`src/rtl/load_pkg.sv`:
```
package load_pkg;
    localparam int XLEN    = 32;
    localparam int LANES   = XLEN / 8;
    localparam int LANE_W  = $clog2(LANES);
    localparam int FIELD_W = 8;
    localparam int IDX_W   = 4;

    typedef enum logic [1:0] {ST_IDLE, ST_REQ, ST_WB} state_t;
    typedef enum logic [2:0] {AM_RJ, AM_R13, AM_R14, AM_R15, AM_POP} amode_t;
    typedef enum logic [1:0] {SZ_B = 2'd0, SZ_H = 2'd1, SZ_W = 2'd2} size_t;
    typedef enum logic [1:0] {WK_GPR = 2'd0, WK_SPR = 2'd1, WK_STAT = 2'd2} wkind_t;

    typedef struct packed {
        logic   legal;
        amode_t mode;
        size_t  size;
        wkind_t kind;
    } dec_t;
endpackage

```
`src/rtl/load_decode.sv`:
```
module load_decode
    import load_pkg::*;
(
    input  logic [7:0] op,
    input  logic [3:0] sub,
    output dec_t       dec
);
    always_comb begin
        dec = '{legal: 1'b1, mode: AM_RJ, size: SZ_W, kind: WK_GPR};
        unique case (op)
            8'h04: begin dec.mode = AM_RJ;  dec.size = SZ_W; end
            8'h00: begin dec.mode = AM_R13; dec.size = SZ_W; end
            8'h20: begin dec.mode = AM_R14; dec.size = SZ_W; end
            8'h03: begin dec.mode = AM_R15; dec.size = SZ_W; end
            8'h05: begin dec.mode = AM_RJ;  dec.size = SZ_H; end
            8'h01: begin dec.mode = AM_R13; dec.size = SZ_H; end
            8'h40: begin dec.mode = AM_R14; dec.size = SZ_H; end
            8'h06: begin dec.mode = AM_RJ;  dec.size = SZ_B; end
            8'h02: begin dec.mode = AM_R13; dec.size = SZ_B; end
            8'h60: begin dec.mode = AM_R14; dec.size = SZ_B; end
            8'h07: begin
                dec.mode = AM_POP;
                dec.size = SZ_W;
                unique case (sub)
                    4'h0:    dec.kind  = WK_GPR;
                    4'h8:    dec.kind  = WK_SPR;
                    4'h9:    dec.kind  = WK_STAT;
                    default: dec.legal = 1'b0;
                endcase
            end
            default: dec.legal = 1'b0;
        endcase
    end
endmodule

```
`src/rtl/load_agen.sv`:
```
module load_agen
    import load_pkg::*;
(
    input  amode_t              mode,
    input  size_t               size,
    input  logic [FIELD_W-1:0]  field,
    input  logic [XLEN-1:0]     rj,
    input  logic [XLEN-1:0]     r13,
    input  logic [XLEN-1:0]     r14,
    input  logic [XLEN-1:0]     r15,
    output logic [XLEN-1:0]     addr
);
    logic [XLEN-1:0] disp_sx;
    logic [XLEN-1:0] off_zx;

    assign disp_sx = {{(XLEN-FIELD_W){field[FIELD_W-1]}}, field} << size;
    assign off_zx  = {{(XLEN-6){1'b0}}, field[3:0], 2'b00};

    always_comb begin
        unique case (mode)
            AM_RJ:   addr = rj;
            AM_R13:  addr = r13 + rj;
            AM_R14:  addr = r14 + disp_sx;
            AM_R15:  addr = r15 + off_zx;
            default: addr = r15;
        endcase
    end
endmodule

```
`src/rtl/load_extract.sv`:
```
module load_extract
    import load_pkg::*;
(
    input  logic [XLEN-1:0]   word,
    input  logic [LANE_W-1:0] lane,
    input  size_t             size,
    output logic [XLEN-1:0]   data
);
    logic [XLEN-1:0] shifted;

    always_comb begin
        shifted = '0;
        data    = word;
        unique case (size)
            SZ_B: begin
                shifted = word >> (8 * (LANES - 1 - int'(lane)));
                data    = {{(XLEN-8){1'b0}}, shifted[7:0]};
            end
            SZ_H: begin
                shifted = word >> (16 * (1 - int'(lane[LANE_W-1])));
                data    = {{(XLEN-16){1'b0}}, shifted[15:0]};
            end
            default: data = word;
        endcase
    end
endmodule

```
`src/rtl/load_unit.sv`:
```
module load_unit
    import load_pkg::*;
(
    input  logic              clk,
    input  logic              rst_n,
    input  logic              issue_valid,
    output logic              issue_ready,
    input  logic [7:0]        issue_op,
    input  logic [7:0]        issue_field,
    input  logic [3:0]        issue_dst,
    input  logic [31:0]       rj_val,
    input  logic [31:0]       r13_val,
    input  logic [31:0]       r14_val,
    input  logic [31:0]       r15_val,
    output logic              mem_req,
    output logic [31:0]       mem_addr,
    input  logic              mem_valid,
    input  logic [31:0]       mem_rdata,
    output logic              wb_en,
    output logic [1:0]        wb_kind,
    output logic [3:0]        wb_idx,
    output logic [31:0]       wb_data,
    output logic              sp_wen,
    output logic [31:0]       sp_data,
    output logic              flag_wen,
    output logic [3:0]        flag_nzvc
);
    localparam logic [IDX_W-1:0] SP_IDX  = IDX_W'(15);
    localparam logic [XLEN-1:0]  POP_INC = XLEN'(LANES);

    state_t          state, nxt;
    dec_t            dec, dec_q;
    logic [XLEN-1:0] ea, addr_q, word_q, ext;
    logic [IDX_W-1:0] dst_q;
    logic            accept;

    load_decode u_dec (
        .op  (issue_op),
        .sub (issue_field[7:4]),
        .dec (dec)
    );

    load_agen u_agen (
        .mode  (dec.mode),
        .size  (dec.size),
        .field (issue_field),
        .rj    (rj_val),
        .r13   (r13_val),
        .r14   (r14_val),
        .r15   (r15_val),
        .addr  (ea)
    );

    load_extract u_ext (
        .word (word_q),
        .lane (addr_q[LANE_W-1:0]),
        .size (dec_q.size),
        .data (ext)
    );

    assign accept = (state == ST_IDLE) && issue_valid && dec.legal;

    always_comb begin
        nxt = state;
        unique case (state)
            ST_IDLE: if (accept)    nxt = ST_REQ;
            ST_REQ:  if (mem_valid) nxt = ST_WB;
            ST_WB:                  nxt = ST_IDLE;
            default:                nxt = ST_IDLE;
        endcase
    end

    always_ff @(posedge clk or negedge rst_n) begin
        if (!rst_n) state <= ST_IDLE;
        else        state <= nxt;
    end

    always_ff @(posedge clk or negedge rst_n) begin
        if (!rst_n) begin
            addr_q <= '0;
            dec_q  <= '{legal: 1'b0, mode: AM_RJ, size: SZ_W, kind: WK_GPR};
            dst_q  <= '0;
            word_q <= '0;
        end else begin
            if (accept) begin
                addr_q <= ea;
                dec_q  <= dec;
                dst_q  <= issue_dst;
            end
            if (state == ST_REQ && mem_valid) word_q <= mem_rdata;
        end
    end

    always_comb begin
        issue_ready = (state == ST_IDLE);
        mem_req     = (state == ST_REQ);
        mem_addr    = addr_q;
        wb_en       = (state == ST_WB);
        wb_kind     = dec_q.kind;
        wb_idx      = dst_q;
        wb_data     = ext;
        sp_wen      = (state == ST_WB) && (dec_q.mode == AM_POP)
                      && !(dec_q.kind == WK_GPR && dst_q == SP_IDX);
        sp_data     = addr_q + POP_INC;
        flag_wen    = (state == ST_WB) && (dec_q.kind == WK_STAT);
        flag_nzvc   = ext[3:0];
    end
endmodule

```
`config.mk`:
```
export PLATFORM = sky130hd
export DESIGN_NAME = load_unit
export DESIGN_NICKNAME = d
export VERILOG_FILES = /design/src/rtl/load_pkg.sv /design/src/rtl/load_decode.sv /design/src/rtl/load_agen.sv /design/src/rtl/load_extract.sv /design/src/rtl/load_unit.sv
export SDC_FILE = /design/constraint.sdc
export NUM_CORES = 1
export LEC_CHECK = 0
export BUFFER_PORTS_ARGS = -buffer_cell sky130_fd_sc_hd__buf_2
export CORE_UTILIZATION = 58
export DETAILED_ROUTE_END_ITERATION = 7
export PLACE_DENSITY = 0.95
export SYNTH_ARGS = -nofsm -noshare
export SYNTH_HDL_FRONTEND = slang
export SYNTH_HIERARCHICAL = 1
export SYNTH_SLANG_ARGS = --single-unit
```
`constraint.sdc`:
```
create_clock -name clk -period 4.47 [get_ports clk]
set_input_delay 1.341 -clock clk [delete_from_list [all_inputs] [get_ports clk]]
set_output_delay 1.341 -clock clk [all_outputs]
set_load 0.03 [all_outputs]
```
==> results.ini <==
[cells_and_area]
layout_commonest_cell = buf_2
synthToLayoutAreaGrowth_pct = 31.6
n_fill_cell = 1102
postLayoutCoreUtil = 0.786
drive_above_1_share = 0.402
multi_input_area_um2 = 7550
layout_common_cells = buf_2, buf_4, nand2_1, nor2_1, a21oi_1
final-seq-area_um2 = 1930
nNetsFinal = 1731

[synthesis]
postSynthCellCount = 1133
yosysUniqueCellTypes = 87
syn-num-nets = 1387
netlist_area_um2 = 9520
syn_avg_cell_area_um2 = 8.40
synth_top_area_cell = dfrtp_1
synth_top_area_frac = 0.200
synth_area_leaders = dfrtp_1, mux2_2, ha_1
synth_top_flop_cell = dfrtp_1
synth-async-reset-ratio = 1.00
synth_seq_cells = 77
yosys_warnings = 6
synth_enable_flop_cells = 0
seq_area_frac_synth = 0.203

[timing]
post-route-period-util = 1.23
fin_skew_ns = 0.00549
fmax_mhz = 183
finalHoldViolCount = 0
fin_setup_tns_ns = -19.24
min_period_ns = 5.48
worst_slew_pin_slew_ns = 0.989
grt_setup_unrepaired = true
finalSetupViolations = 28
maxSlewHeadroom = 0.341
setup_ws_ns = -1.01
slew_viol_final = 0

[pwr]
powerDensity_nw_per_um2 = 357
p_leak_uw = 0.00598
ir_worst_vdd_v = 0.000289
power_uw = 4470

[hold_path]
holdPathStages = 1
hold_path_startpoint = word_q[2]$_DFFE_PN0P_
holdPathEnd = word_q[2]$_DFFE_PN0P_
min_path_type = flop to flop

[clock_network]
cts_sinks = 77
clk_path_buf_depth = 2
cts_tree = yes
cts_made_buffers = 9
root_buffer = clkbuf_16
path_clk_slew_ns = 0.06
htree_levels = 3
clkLatencyLatePin_ns = 0.34

[place]
gp_congestion = 1.02
portBuffers = 294
hpwlAfterDp_um = 27800

[global_route]
grt_max_degree = 78
grt_usage = 0.404
grt_pass1_wl_um = 52600
grt_overflow = 0
antenna_found_initial = 1
grt_pass1_vias = 10100

[die]
start_util = 0.597
die_w_um = 130
die_area_um2 = 16900
rows = 46
die-height_um = 130
core-area_um2 = 15900
ios = 295

[critical_path]
r2r_cells = 4
crit_top_cell = buf_4
cpPeakStageDelay_ns = 0.45
r2r-start = state[0]$_DFFE_PN0P_
rrSetupSlack_ns = 2.75
arrival_ns = 5.69
cp_data_required_time_ns = 4.68
crit_path_start_kind = input port
cpMaxStageDelayCell = or4_4
r2r_end = mem_addr[16]$_DFFE_PN0P_
cp_cell_sequence = buf_6, or3_4, or4_4, o21ai_4, buf_4, nor2b_4, buf_4, mux4_2, ha_4, nand3_1, nor3_4, o31ai_2, a21oi_2, o41ai_2, buf_4, o31ai_2, buf_4, nand4_1, a211oi_1, a21oi_1, nand2_1, o21ai_0
critPathKind = input port to flop
critPathCaptureType = flop
path_max_fanout = 10

[drt]
wl_per_cell_um = 21.4
avgViaCountPerCell = 6.48
drtAntennaViolNets = 0
drc = 0
drtIter0Drc = 1219
dr_wl_met3_um = 3370
met1_length_um = 13800
dr_total_vias = 11000
highest_layer = met4
wl_met2_um = 17100
totalWireLength_um = 36400
first_pass_iters = 5

[flow_run]
cap_viol_max_count = 0

[status]
violations = setup timing
status = finished, violations left

==> timing repair <==
item                       CTS  global route
gates resized for setup     16            61
gates cloned                 0             1
hold buffers                 0             0
buffers inserted             1            12
pin swaps                    6            31
setup endpoints to repair   28            28
==> through the flow <==
stage,cell area (µm²),hold slack [ns],std cells,setup slack (ns)
after global placement,11700,0.489,1669,-1.18
after floorplan,9620,0.479,1133,-0.913
after global routing,12500,0.534,1699,-1.08
after detailed placement,11700,0.496,1669,-1.29
after CTS,12100,0.510,1686,-0.790
final,12500,0.509,1699,-1.01
==> worst max-delay path, delay by kind of cell <==
kind	cells	cell delay [ns]
AOI/OAI and AO/OA	8	1.41
adders and majority gates	1	0.30
buffers and inverters	5	0.73
muxes	1	0.32
and+or+nand+nor	7	1.57
==> logic make-up after synthesis <==
logic type      Yosys count  synth area share
xor+xnor                 96            0.0883
flops                    77             0.203
fa+ha+maj                70            0.0944
compound gates          302             0.209
buf+inv                 101            0.0510
simple gates            374             0.210
mux                     113             0.145
==> synthesized netlist by cell type, types with 6 or more instances <==
library cell	instances
o21a_1	6
nor3_1	25
o21bai_1	12
xnor2_1	65
and2_1	22
a221o_1	9
nand4_1	25
o21ai_1	18
buf_4	10
xor2_1	31
buf_2	10
a211oi_1	10
and3_1	11
a31oi_1	8
nor4_1	8
a22o_1	10
mux2_2	80
nand2b_1	9
inv_1	43
a21o_1	30
o21ai_0	56
mux2i_1	21
nor2b_1	16
nand3_1	40
mux4_2	12
a221oi_1	6
dfrtp_1	76
nand2_1	88
ha_1	67
a21oi_1	86
nor2_1	81
clkbuf_1	28
==> cell type report <==
type,instances,share of cell area
clock buffers,10,0.0191
well taps,216,0.0216
repair buffers,391,0.182
clock inverters,6,0.00749
diodes,1,0.000200
flip-flops and latches,77,0.154
multi-input cells,955,0.603
inverters,43,0.0129
==> power breakdown <==
part           internal [µW]  total (µW)  switching [µW]
Combinational            938        2460            1520
Clock                    510         821             312
Sequential               894        1190             300
==> registers in the layout (all words and copies together), names as in the netlist <==
register	count
wb_kind	2
word_q	32
state	2
dec_q	5
mem_addr	32
wb_idx	4
==> layer usage <==
layer	global-route usage	vias to the layer above
li1	-	4875
met1	0.502	5197
met2	0.670	790
met3	0.0664	155
met4	0.217	0
met5	0	-
==> how the worst max path moves through the flow <==
| stage | cells past startpoint | startpoint | slack, ns | endpoint |
|---|---|---|---|---|
| 5_1_grt | 22 | issue_op[4] | -1.08 | mem_addr[29]$_DFFE_PN0P_ |
| 3_3_place_gp | 17 | issue_op[4] | -1.18 | mem_addr[23]$_DFFE_PN0P_ |
| 2_1_floorplan | 17 | issue_op[4] | -0.91 | mem_addr[23]$_DFFE_PN0P_ |
| 6_report | 22 | issue_op[4] | -1.01 | mem_addr[29]$_DFFE_PN0P_ |
| 4_1_cts | 18 | issue_op[4] | -0.79 | mem_addr[23]$_DFFE_PN0P_ |
| 3_5_place_dp | 17 | issue_op[4] | -1.29 | mem_addr[23]$_DFFE_PN0P_ |
Note: power is estimated with default switching activity, not from simulation.
